File: src/rtl/ea_pkg.sv
package ea_pkg;
    typedef enum logic [2:0] {
        AM_IND       = 3'd0,
        AM_DISP      = 3'd1,
        AM_SIDX      = 3'd2,
        AM_SIDX_DISP = 3'd3,
        AM_UPD       = 3'd4
    } am_mode_e;

    typedef enum logic [1:0] {
        ST_IDLE  = 2'd0,
        ST_ISSUE = 2'd1,
        ST_FAULT = 2'd2
    } ea_state_e;
endpackage

File: src/rtl/ea_decode.sv
module ea_decode
    import ea_pkg::*;
#(
    parameter int RIDX_W = 3,
    parameter int SP_NUM = 4,
    parameter int FP_NUM = 5
) (
    input  logic [2:0]        mode,
    input  logic [RIDX_W-1:0] base_num,
    input  logic [RIDX_W-1:0] index_num,
    output logic              use_index,
    output logic              use_disp,
    output logic              do_wb,
    output logic              illegal
);
    localparam logic [RIDX_W-1:0] SP_R = RIDX_W'(SP_NUM);
    localparam logic [RIDX_W-1:0] FP_R = RIDX_W'(FP_NUM);

    logic base_reserved;
    logic index_reserved;

    assign base_reserved  = (base_num == SP_R) || (base_num == FP_R);
    assign index_reserved = (index_num == SP_R);

    always_comb begin
        use_index = 1'b0;
        use_disp  = 1'b0;
        do_wb     = 1'b0;
        illegal   = 1'b0;
        case (mode)
            AM_IND: begin
                illegal = base_reserved;
            end
            AM_DISP: begin
                use_disp = 1'b1;
                illegal  = base_reserved;
            end
            AM_SIDX: begin
                use_index = 1'b1;
                illegal   = index_reserved;
            end
            AM_SIDX_DISP: begin
                use_index = 1'b1;
                use_disp  = 1'b1;
                illegal   = index_reserved;
            end
            AM_UPD: begin
                use_disp = 1'b1;
                do_wb    = 1'b1;
            end
            default: begin
                illegal = 1'b1;
            end
        endcase
    end
endmodule

File: src/rtl/ea_adder.sv
module ea_adder #(
    parameter int XLEN    = 32,
    parameter int SHORT_W = 8,
    parameter int SCALE_W = 2
) (
    input  logic [XLEN-1:0]    base_val,
    input  logic [XLEN-1:0]    index_val,
    input  logic [SCALE_W-1:0] scale,
    input  logic [XLEN-1:0]    disp,
    input  logic               disp_wide,
    input  logic               use_index,
    input  logic               use_disp,
    output logic [XLEN-1:0]    sum
);
    logic [XLEN-1:0] disp_ext;
    logic [XLEN-1:0] scaled_idx;

    generate
        if (SHORT_W < XLEN) begin : g_sext
            logic [XLEN-1:0] short_ext;
            assign short_ext = {{(XLEN-SHORT_W){disp[SHORT_W-1]}}, disp[SHORT_W-1:0]};
            assign disp_ext  = disp_wide ? disp : short_ext;
        end else begin : g_full
            logic unused_wide;
            assign unused_wide = disp_wide;
            assign disp_ext    = disp;
        end
    endgenerate

    assign scaled_idx = index_val << scale;

    assign sum = base_val
               + (use_index ? scaled_idx : '0)
               + (use_disp  ? disp_ext   : '0);
endmodule

File: src/rtl/ea_gen.sv
module ea_gen
    import ea_pkg::*;
#(
    parameter int XLEN    = 32,
    parameter int NREG    = 8,
    parameter int SHORT_W = 8,
    parameter int SCALE_W = 2,
    parameter int SP_NUM  = 4,
    parameter int FP_NUM  = 5,
    localparam int RIDX_W = $clog2(NREG)
) (
    input  logic               clk,
    input  logic               rst_n,
    input  logic               req_valid,
    input  logic [2:0]         req_mode,
    input  logic [RIDX_W-1:0]  req_base,
    input  logic [RIDX_W-1:0]  req_index,
    input  logic [SCALE_W-1:0] req_scale,
    input  logic [XLEN-1:0]    req_disp,
    input  logic               req_disp_wide,
    output logic [RIDX_W-1:0]  base_sel,
    output logic [RIDX_W-1:0]  index_sel,
    input  logic [XLEN-1:0]    base_val,
    input  logic [XLEN-1:0]    index_val,
    output logic               ea_valid,
    output logic               ea_illegal,
    output logic [XLEN-1:0]    ea_addr,
    output logic               wb_en,
    output logic [RIDX_W-1:0]  wb_reg,
    output logic [XLEN-1:0]    wb_data
);
    ea_state_e         state_q, state_d;
    logic              use_index, use_disp, do_wb, illegal;
    logic [XLEN-1:0]   sum;
    logic [XLEN-1:0]   addr_q;
    logic              upd_q;
    logic [RIDX_W-1:0] wbreg_q;

    assign base_sel  = req_base;
    assign index_sel = req_index;

    ea_decode #(.RIDX_W(RIDX_W), .SP_NUM(SP_NUM), .FP_NUM(FP_NUM)) u_dec (
        .mode      (req_mode),
        .base_num  (req_base),
        .index_num (req_index),
        .use_index (use_index),
        .use_disp  (use_disp),
        .do_wb     (do_wb),
        .illegal   (illegal)
    );

    ea_adder #(.XLEN(XLEN), .SHORT_W(SHORT_W), .SCALE_W(SCALE_W)) u_add (
        .base_val  (base_val),
        .index_val (index_val),
        .scale     (req_scale),
        .disp      (req_disp),
        .disp_wide (req_disp_wide),
        .use_index (use_index),
        .use_disp  (use_disp),
        .sum       (sum)
    );

    // next-state selection
    always_comb begin
        state_d = ST_IDLE;
        unique case (state_q)
            ST_IDLE, ST_ISSUE, ST_FAULT: begin
                if (req_valid) state_d = illegal ? ST_FAULT : ST_ISSUE;
                else           state_d = ST_IDLE;
            end
            default: state_d = ST_IDLE;
        endcase
    end

    // state register
    always_ff @(posedge clk) begin
        if (!rst_n) state_q <= ST_IDLE;
        else        state_q <= state_d;
    end

    // result registers
    always_ff @(posedge clk) begin
        if (!rst_n) begin
            addr_q  <= '0;
            upd_q   <= 1'b0;
            wbreg_q <= '0;
        end else if (state_d == ST_ISSUE) begin
            addr_q  <= sum;
            upd_q   <= do_wb;
            wbreg_q <= req_base;
        end else begin
            upd_q   <= 1'b0;
        end
    end

    // outputs
    always_comb begin
        ea_valid   = 1'b0;
        ea_illegal = 1'b0;
        wb_en      = 1'b0;
        unique case (state_q)
            ST_IDLE:  ;
            ST_ISSUE: begin
                ea_valid = 1'b1;
                wb_en    = upd_q;
            end
            ST_FAULT: begin
                ea_valid   = 1'b1;
                ea_illegal = 1'b1;
            end
            default: ;
        endcase
    end

    assign ea_addr = addr_q;
    assign wb_reg  = wbreg_q;
    assign wb_data = addr_q;
endmodule

File: config.mk
export PLATFORM = sky130hd
export DESIGN_NAME = ea_gen
export DESIGN_NICKNAME = d
export VERILOG_FILES = /design/src/rtl/ea_pkg.sv /design/src/rtl/ea_decode.sv /design/src/rtl/ea_adder.sv /design/src/rtl/ea_gen.sv
export SDC_FILE = /design/constraint.sdc
export NUM_CORES = 1
export LEC_CHECK = 0
export CELL_PAD_IN_SITES_DETAIL_PLACEMENT = 1
export CELL_PAD_IN_SITES_GLOBAL_PLACEMENT = 1
export CORE_MARGIN = 2
export CORE_UTILIZATION = 34
export DETAILED_ROUTE_END_ITERATION = 8
export PLACE_DENSITY = 0.81
export REMOVE_ABC_BUFFERS = 1
export SLEW_MARGIN = 40
export SYNTH_ARGS = -nofsm -noshare
export SYNTH_HDL_FRONTEND = slang
export SYNTH_SLANG_ARGS = --single-unit
File: constraint.sdc
create_clock -name clk -period 6.65 [get_ports clk]
set_clock_uncertainty 0.2 [all_clocks]
set_input_delay 0.9975 -clock clk [delete_from_list [all_inputs] [get_ports clk]]
set_output_delay 0.9975 -clock clk [all_outputs]
set_load 0.02 [all_outputs]
# ---- Yosys cells after proc, flatten, opt, wreduce, memory -nomap -nowiden
# Index checks and enable logic that the tools add are counted.
dict set report word_totals {
  output_inout_bits 76
  reg_bits 38
  inputBits 111
  word_cells 39
}
dict set report op_classes {
  eq_ne 10
  n_reduce_logical 9
  n_shift 1
  muxes 13
  addsub 2
}
# op n
set op_table {}
lappend op_table {{$mux 32} 3}
lappend op_table {{$add 32x32->32} 2}
lappend op_table {{$shl 32x2->32} 1}
lappend op_table {{$eq 3x3->1 const B} 4}
lappend op_table {{$eq 3x2->1 const B} 2}
lappend op_table {{$mux 1} 6}
lappend op_table {{$mux 2} 3}
lappend op_table {{$reduce_or 2->1} 3}
lappend op_table {{$reduce_or 3->1} 2}
lappend op_table {{$eq 2x1->1 const B} 2}
lappend op_table {{$eq 3x1->1 const B} 1}
lappend op_table {{$logic_not 3->1} 1}
lappend op_table {{$pmux 1 s3} 1}
lappend op_table {{$eq 2x2->1 const B} 1}
lappend op_table {{$logic_not 2->1} 1}
lappend op_table {{$reduce_and 2->1} 1}
lappend op_table {{$logic_or 1x1->1} 1}

# ---- Depth between registers and ports, before layout
dict set report depth {
  depth_word 8
  ltp_mapped 17
  ltp_nobuf 15
}

# ---- Cells and area by module
# From an unflattened synthesis, not the netlist that was laid out.
dict set report unflattened {
  cells_unflattened 654
  area_unflattened_um2 5659.2
}
# module area_each_um2 seq_area_each_um2 instances cells_each
set by_module_without_submodules {}
lappend by_module_without_submodules {ea_adder 3744.8 0.0 1 443}
lappend by_module_without_submodules {ea_gen 1863.0 760.7 1 204}
lappend by_module_without_submodules {ea_decode 51.3 0.0 1 7}

# ---- Least setup slack after synthesis
# OpenSTA, ideal clock, no wires.
dict set report synth_path {
  path_kind {input to register}
  startpoint {input req_scale[0]}
  endpoint {register addr_q[31], in the netlist ea_addr[31]}
  arrival_time_ns 4.978
  n_path_buf 2
  stages 14
  setup_slack_ns 1.410
  required_ns 6.387
  setup_ns 0.063
  path_cell_list {clkbuf_1 > buf_1 > mux4_2 > and2_1 > fa_1 > ha_1 > a2111oi_0 > o21ai_1 > nand2_1 > o311ai_2 > a41oi_2 > o311ai_1 > a2111oi_0 > nand3b_1}
}
dict set report synth_between {
  elab_chain_len 4
}
# item line
set synth_rtl {}
lappend synth_rtl {{from (decl)} ea_gen.sv:18} ;# input logic [SCALE_W-1:0] req_scale,
lappend synth_rtl {{$shl 32x2->32} ea_adder.sv:30} ;# assign scaled_idx = index_val << scale;
lappend synth_rtl {{$mux 32} ea_adder.sv:33} ;# + (use_index ? scaled_idx : '0)
lappend synth_rtl {{$add 32x32->32} ea_adder.sv:33}
lappend synth_rtl {{$add 32x32->32} ea_adder.sv:34} ;# + (use_disp ? disp_ext : '0);
lappend synth_rtl {{to (signal assigned)} ea_gen.sv:88} ;# addr_q <= sum;
lappend synth_rtl {{to (decl)} ea_gen.sv:35} ;# logic [XLEN-1:0] addr_q;
# Every way passes these cells.
# A chain may end at the register's enable or synchronous reset.

# ---- Final worst setup path
dict set report layout_path {
  startpoint {input req_mode[2]}
  endpoint {register addr_q[29], in the netlist ea_addr[29]}
}
dict set report layout_between {
  elab_chain_len 7
  word_cells_on_any_way 19
  classes_between {2 x add/sub; 5 x eq/ne; 8 x mux; 4 x reduce/logical}
}
# item line
set layout_rtl {}
lappend layout_rtl {{from (decl)} ea_gen.sv:15} ;# input logic [2:0] req_mode,
lappend layout_rtl {{parallel branches: the longest is 7 deep, another holds $add 32x32->32} -}
# Parallel ways; which one is timed is not known.

==> results.md <==
* Synth area leaders: sky130_fd_sc_hd__dfxtp_1, sky130_fd_sc_hd__fa_1, sky130_fd_sc_hd__mux4_2, sky130_fd_sc_hd__ha_1, sky130_fd_sc_hd__a21oi_1
* CTS sink cnt at 38
* Iteration count of the initial detailed-routing pass at 4
* CTS tree: yes
* Cell area after placement at 0.00699 mm^2
* Final routed wirelength across all metal layers at 17600 um
* Min-Delay Path Class: reg2reg
* Cell area after layout at 0.00716 mm^2
* Final worst path period need at 5740 ps
* Footprint of the multi-input gates at 0.00399 mm^2
* Setup repair after global routing missed its margin: no
* Synthesized area divided by synthesized cell count at 8.35 um^2
* Library cell with the largest summed area after synthesis: sky130_fd_sc_hd__dfxtp_1
* Number of buffers on the longest clock path at 2
* # diodes at 0
* Nets at 928
* Clock edge transition at the registers on the reported setup and hold paths at 60 ps
* Share of total power consumed by net switching at 39.4%
* Gpl congestion at 0.906
* Number of register bits inferred by synthesis at 38
* HPWL after detailed placement at 14600 um
* Top cell types by occurrence after synthesis: sky130_fd_sc_hd__nand2_1, sky130_fd_sc_hd__a21oi_1, sky130_fd_sc_hd__buf_4, sky130_fd_sc_hd__dfxtp_1, sky130_fd_sc_hd__clkbuf_1
* Unique cell type count in the Yosys netlist at 63
* Ratio of final minimum period to clock period at 86.3%
* Cells resized by post-CTS repair at 0
* Worst Path Max Fanout at 31
* Effective utilization at floorplan at 34.7%
* Initial antenna violation count at 0
* Area taken by flip-flops and latches at 761 um^2
* First-pass GRT wire length at 27600 um
* Root buffer cell: sky130_fd_sc_hd__clkbuf_16
* Maximum level of the CTS H-tree at 2
* Maxcap violations at 0
* Average wire per standard cell at 18.7 um
* Number of endpoints with negative hold slack in the final report at 0
* Filler Cell Count at 1772
* Number of enable-type register cells in the synthesized netlist at 0
* Sort of element at the end of the critical path: flop
* Yosys warning count at 0
* Summed instance area of the synthesized netlist at 0.00527 mm^2
* Die width at 129 um
* Tot Pwr at 1250 uW
* Worst-case headroom to the max-slew limit at 50.8%
* Maximum number of pins on one net before global-route repair at 36
* Vias per inst at 5.44
* Iteration-0 DRC count of the detailed router at 269
* Number of buffers inserted by post-CTS setup repair at 0
* Pwr per Cell Area at 174 mW/mm^2
* Area share of the leading cell type in the synthesized netlist at 14.4%
* Max Clock Freq at 174 MHz
* Die height at 129 um
* Portion of the post-synthesis area used by sequential elements at 14.4%
* Setup violations, final at 0
* Number of flip-flops under the largest register name at 32
* Area inside the core boundary at 0.0152 mm^2
* Leading cell type by number of instances after synthesis: sky130_fd_sc_hd__nand2_1
* Setup TNS at 0 ps
* Power share of the clock group at 22.1%
* Total overflow reported by the global router at 0
* Result of the run: finished clean
* Vias in the first global route at 5341
* Number of buffers added to fix hold violations after cts at 0
* Data required time of the critical path at 6640 ps
* Cell count after synthesis at 631
* Area Overhead vs Synth at 35.9%
* Overall routing resource usage at 20.7%
* Nature of the critical path startpoint: primary input
* TritonCTS Buffers at 5
* Proportion of power drawn by combinational gates at 56.2%
* Insertion delay to the later sink of the worst-skew pair at 280 ps
* Critical path class: in2reg
* Arrival time of data at the critical path endpoint at 5730 ps
* Leakage at 0.00280 uW
* DRC violation count after routing at 0
* Placed cell count at 933
* Fraction of final layout cells with drive strength greater than 1 at 8.11%
* Cell Count, Final, Fillers Out at 940
* Post-route ant nets at 0
* Final core utilization at 47.1%
* Vias at 5109
* Part of the power in registers at 21.7%
* Internal Power at 757 uW
* Maximum vdd drop at 97.0 uV
* Count of input and output buffers at 186
* Core Rows at 45
* Synth async-reset ratio at 0%
* Final slew viol count at 0
* Area enclosed by the die boundary at 0.0165 mm^2
* Worst-margin pin slew at 719 ps
* I/O Pins at 187
* Main flop type after synthesis: sky130_fd_sc_hd__dfxtp_1
* Sw power at 492 uW
## routing by layer
layer | track usage (%) | wire [um]
met1 | 27.9 | 7860
met2 | 36.4 | 8700
met3 | 1.66 | 803
met4 | 4.86 | 230
met5 | 0 | 0
## final timing paths
check / from / slack, ps / cells after the start / endpoint
setup / recovery: req_mode[2] / 910 / 15 / ea_addr[29]
hold / removal: wb_reg[2] / 260 / 2 / wb_reg[2]
setup reg to reg: state_q[0] / 4220 / 5 / ea_addr[20]
hold reg to reg: wb_reg[2] / 260 / 2 / wb_reg[2]
## power groups by stage
stage                     Clock (uW)  Combinational, uW  Sequential [uW]
final                            276                702              271
after global routing             289                760              274
after CTS                        278                699              272
after detailed placement           0                695              276
after global placement             0                670              274
after floorplan                    0                349              323
## critical path, stage by stage
cell and delay [ps]:
sky130_fd_sc_hd__clkdlybuf4s50_1 580, sky130_fd_sc_hd__or3b_1 390, sky130_fd_sc_hd__a21boi_2 190, sky130_fd_sc_hd__buf_4 240, sky130_fd_sc_hd__a21oi_1 200, sky130_fd_sc_hd__fa_1 440, sky130_fd_sc_hd__ha_1 400, sky130_fd_sc_hd__a2111oi_0 720
sky130_fd_sc_hd__o21ai_1 230, sky130_fd_sc_hd__a31oi_1 290, sky130_fd_sc_hd__o31a_1 240, sky130_fd_sc_hd__a21oi_2 100, sky130_fd_sc_hd__a31oi_1 300, sky130_fd_sc_hd__o21ai_0 150, sky130_fd_sc_hd__a311oi_1 250
## cell type report
class                   count  share of cell area (%)
clock inverters             1                   0.419
flip-flops and latches     38                    10.6
multi-input cells         488                    55.7
inverters                  25                    1.31
clock buffers               6                    1.94
well taps                 188                    3.28
repair buffers            194                    26.8
## kinds of logic after synthesis
group	count (synthesis)	share of synthesized area, %
AOI/OAI and AO/OA	157	18.9
xor gates and xnor gates	24	3.99
adders and majority gates	65	20.0
buffers and inverters	105	10.2
DFF	38	14.4
muxes	34	13.2
and+or+nand+nor	208	19.2
## cells in the final DEF (no fill, tap or decap), types with 4 or more instances in the layout
cell                              instances
sky130_fd_sc_hd__nor2b_1                  8
sky130_fd_sc_hd__o21ai_1                  4
sky130_fd_sc_hd__nand4_1                  7
sky130_fd_sc_hd__xnor2_1                 17
sky130_fd_sc_hd__a31oi_1                 10
sky130_fd_sc_hd__nand3_1                 15
sky130_fd_sc_hd__inv_1                   24
sky130_fd_sc_hd__fa_1                    32
sky130_fd_sc_hd__and2_1                  28
sky130_fd_sc_hd__clkdlybuf4s50_1        185
sky130_fd_sc_hd__nand2_1                 80
sky130_fd_sc_hd__or3_1                    4
sky130_fd_sc_hd__a21o_1                   9
sky130_fd_sc_hd__xor2_1                   7
sky130_fd_sc_hd__mux2i_1                  4
sky130_fd_sc_hd__dfxtp_1                 38
sky130_fd_sc_hd__and3_1                   6
sky130_fd_sc_hd__nand2b_1                 7
sky130_fd_sc_hd__o21ai_0                 18
sky130_fd_sc_hd__a211oi_1                14
sky130_fd_sc_hd__clkbuf_16                5
sky130_fd_sc_hd__nor3_1                   4
sky130_fd_sc_hd__buf_4                    8
sky130_fd_sc_hd__mux4_2                  28
sky130_fd_sc_hd__a21oi_1                 68
sky130_fd_sc_hd__nor2_1                  34
sky130_fd_sc_hd__ha_1                    33
## per-stage QoR
stage	setup slack (ps)	hold WS (ps)
global placement	956	244
finish	914	258
detailed placement	744	254
floorplan	1260	335
CTS	993	262
global route	682	281
(Power assumes the default switching activity.)
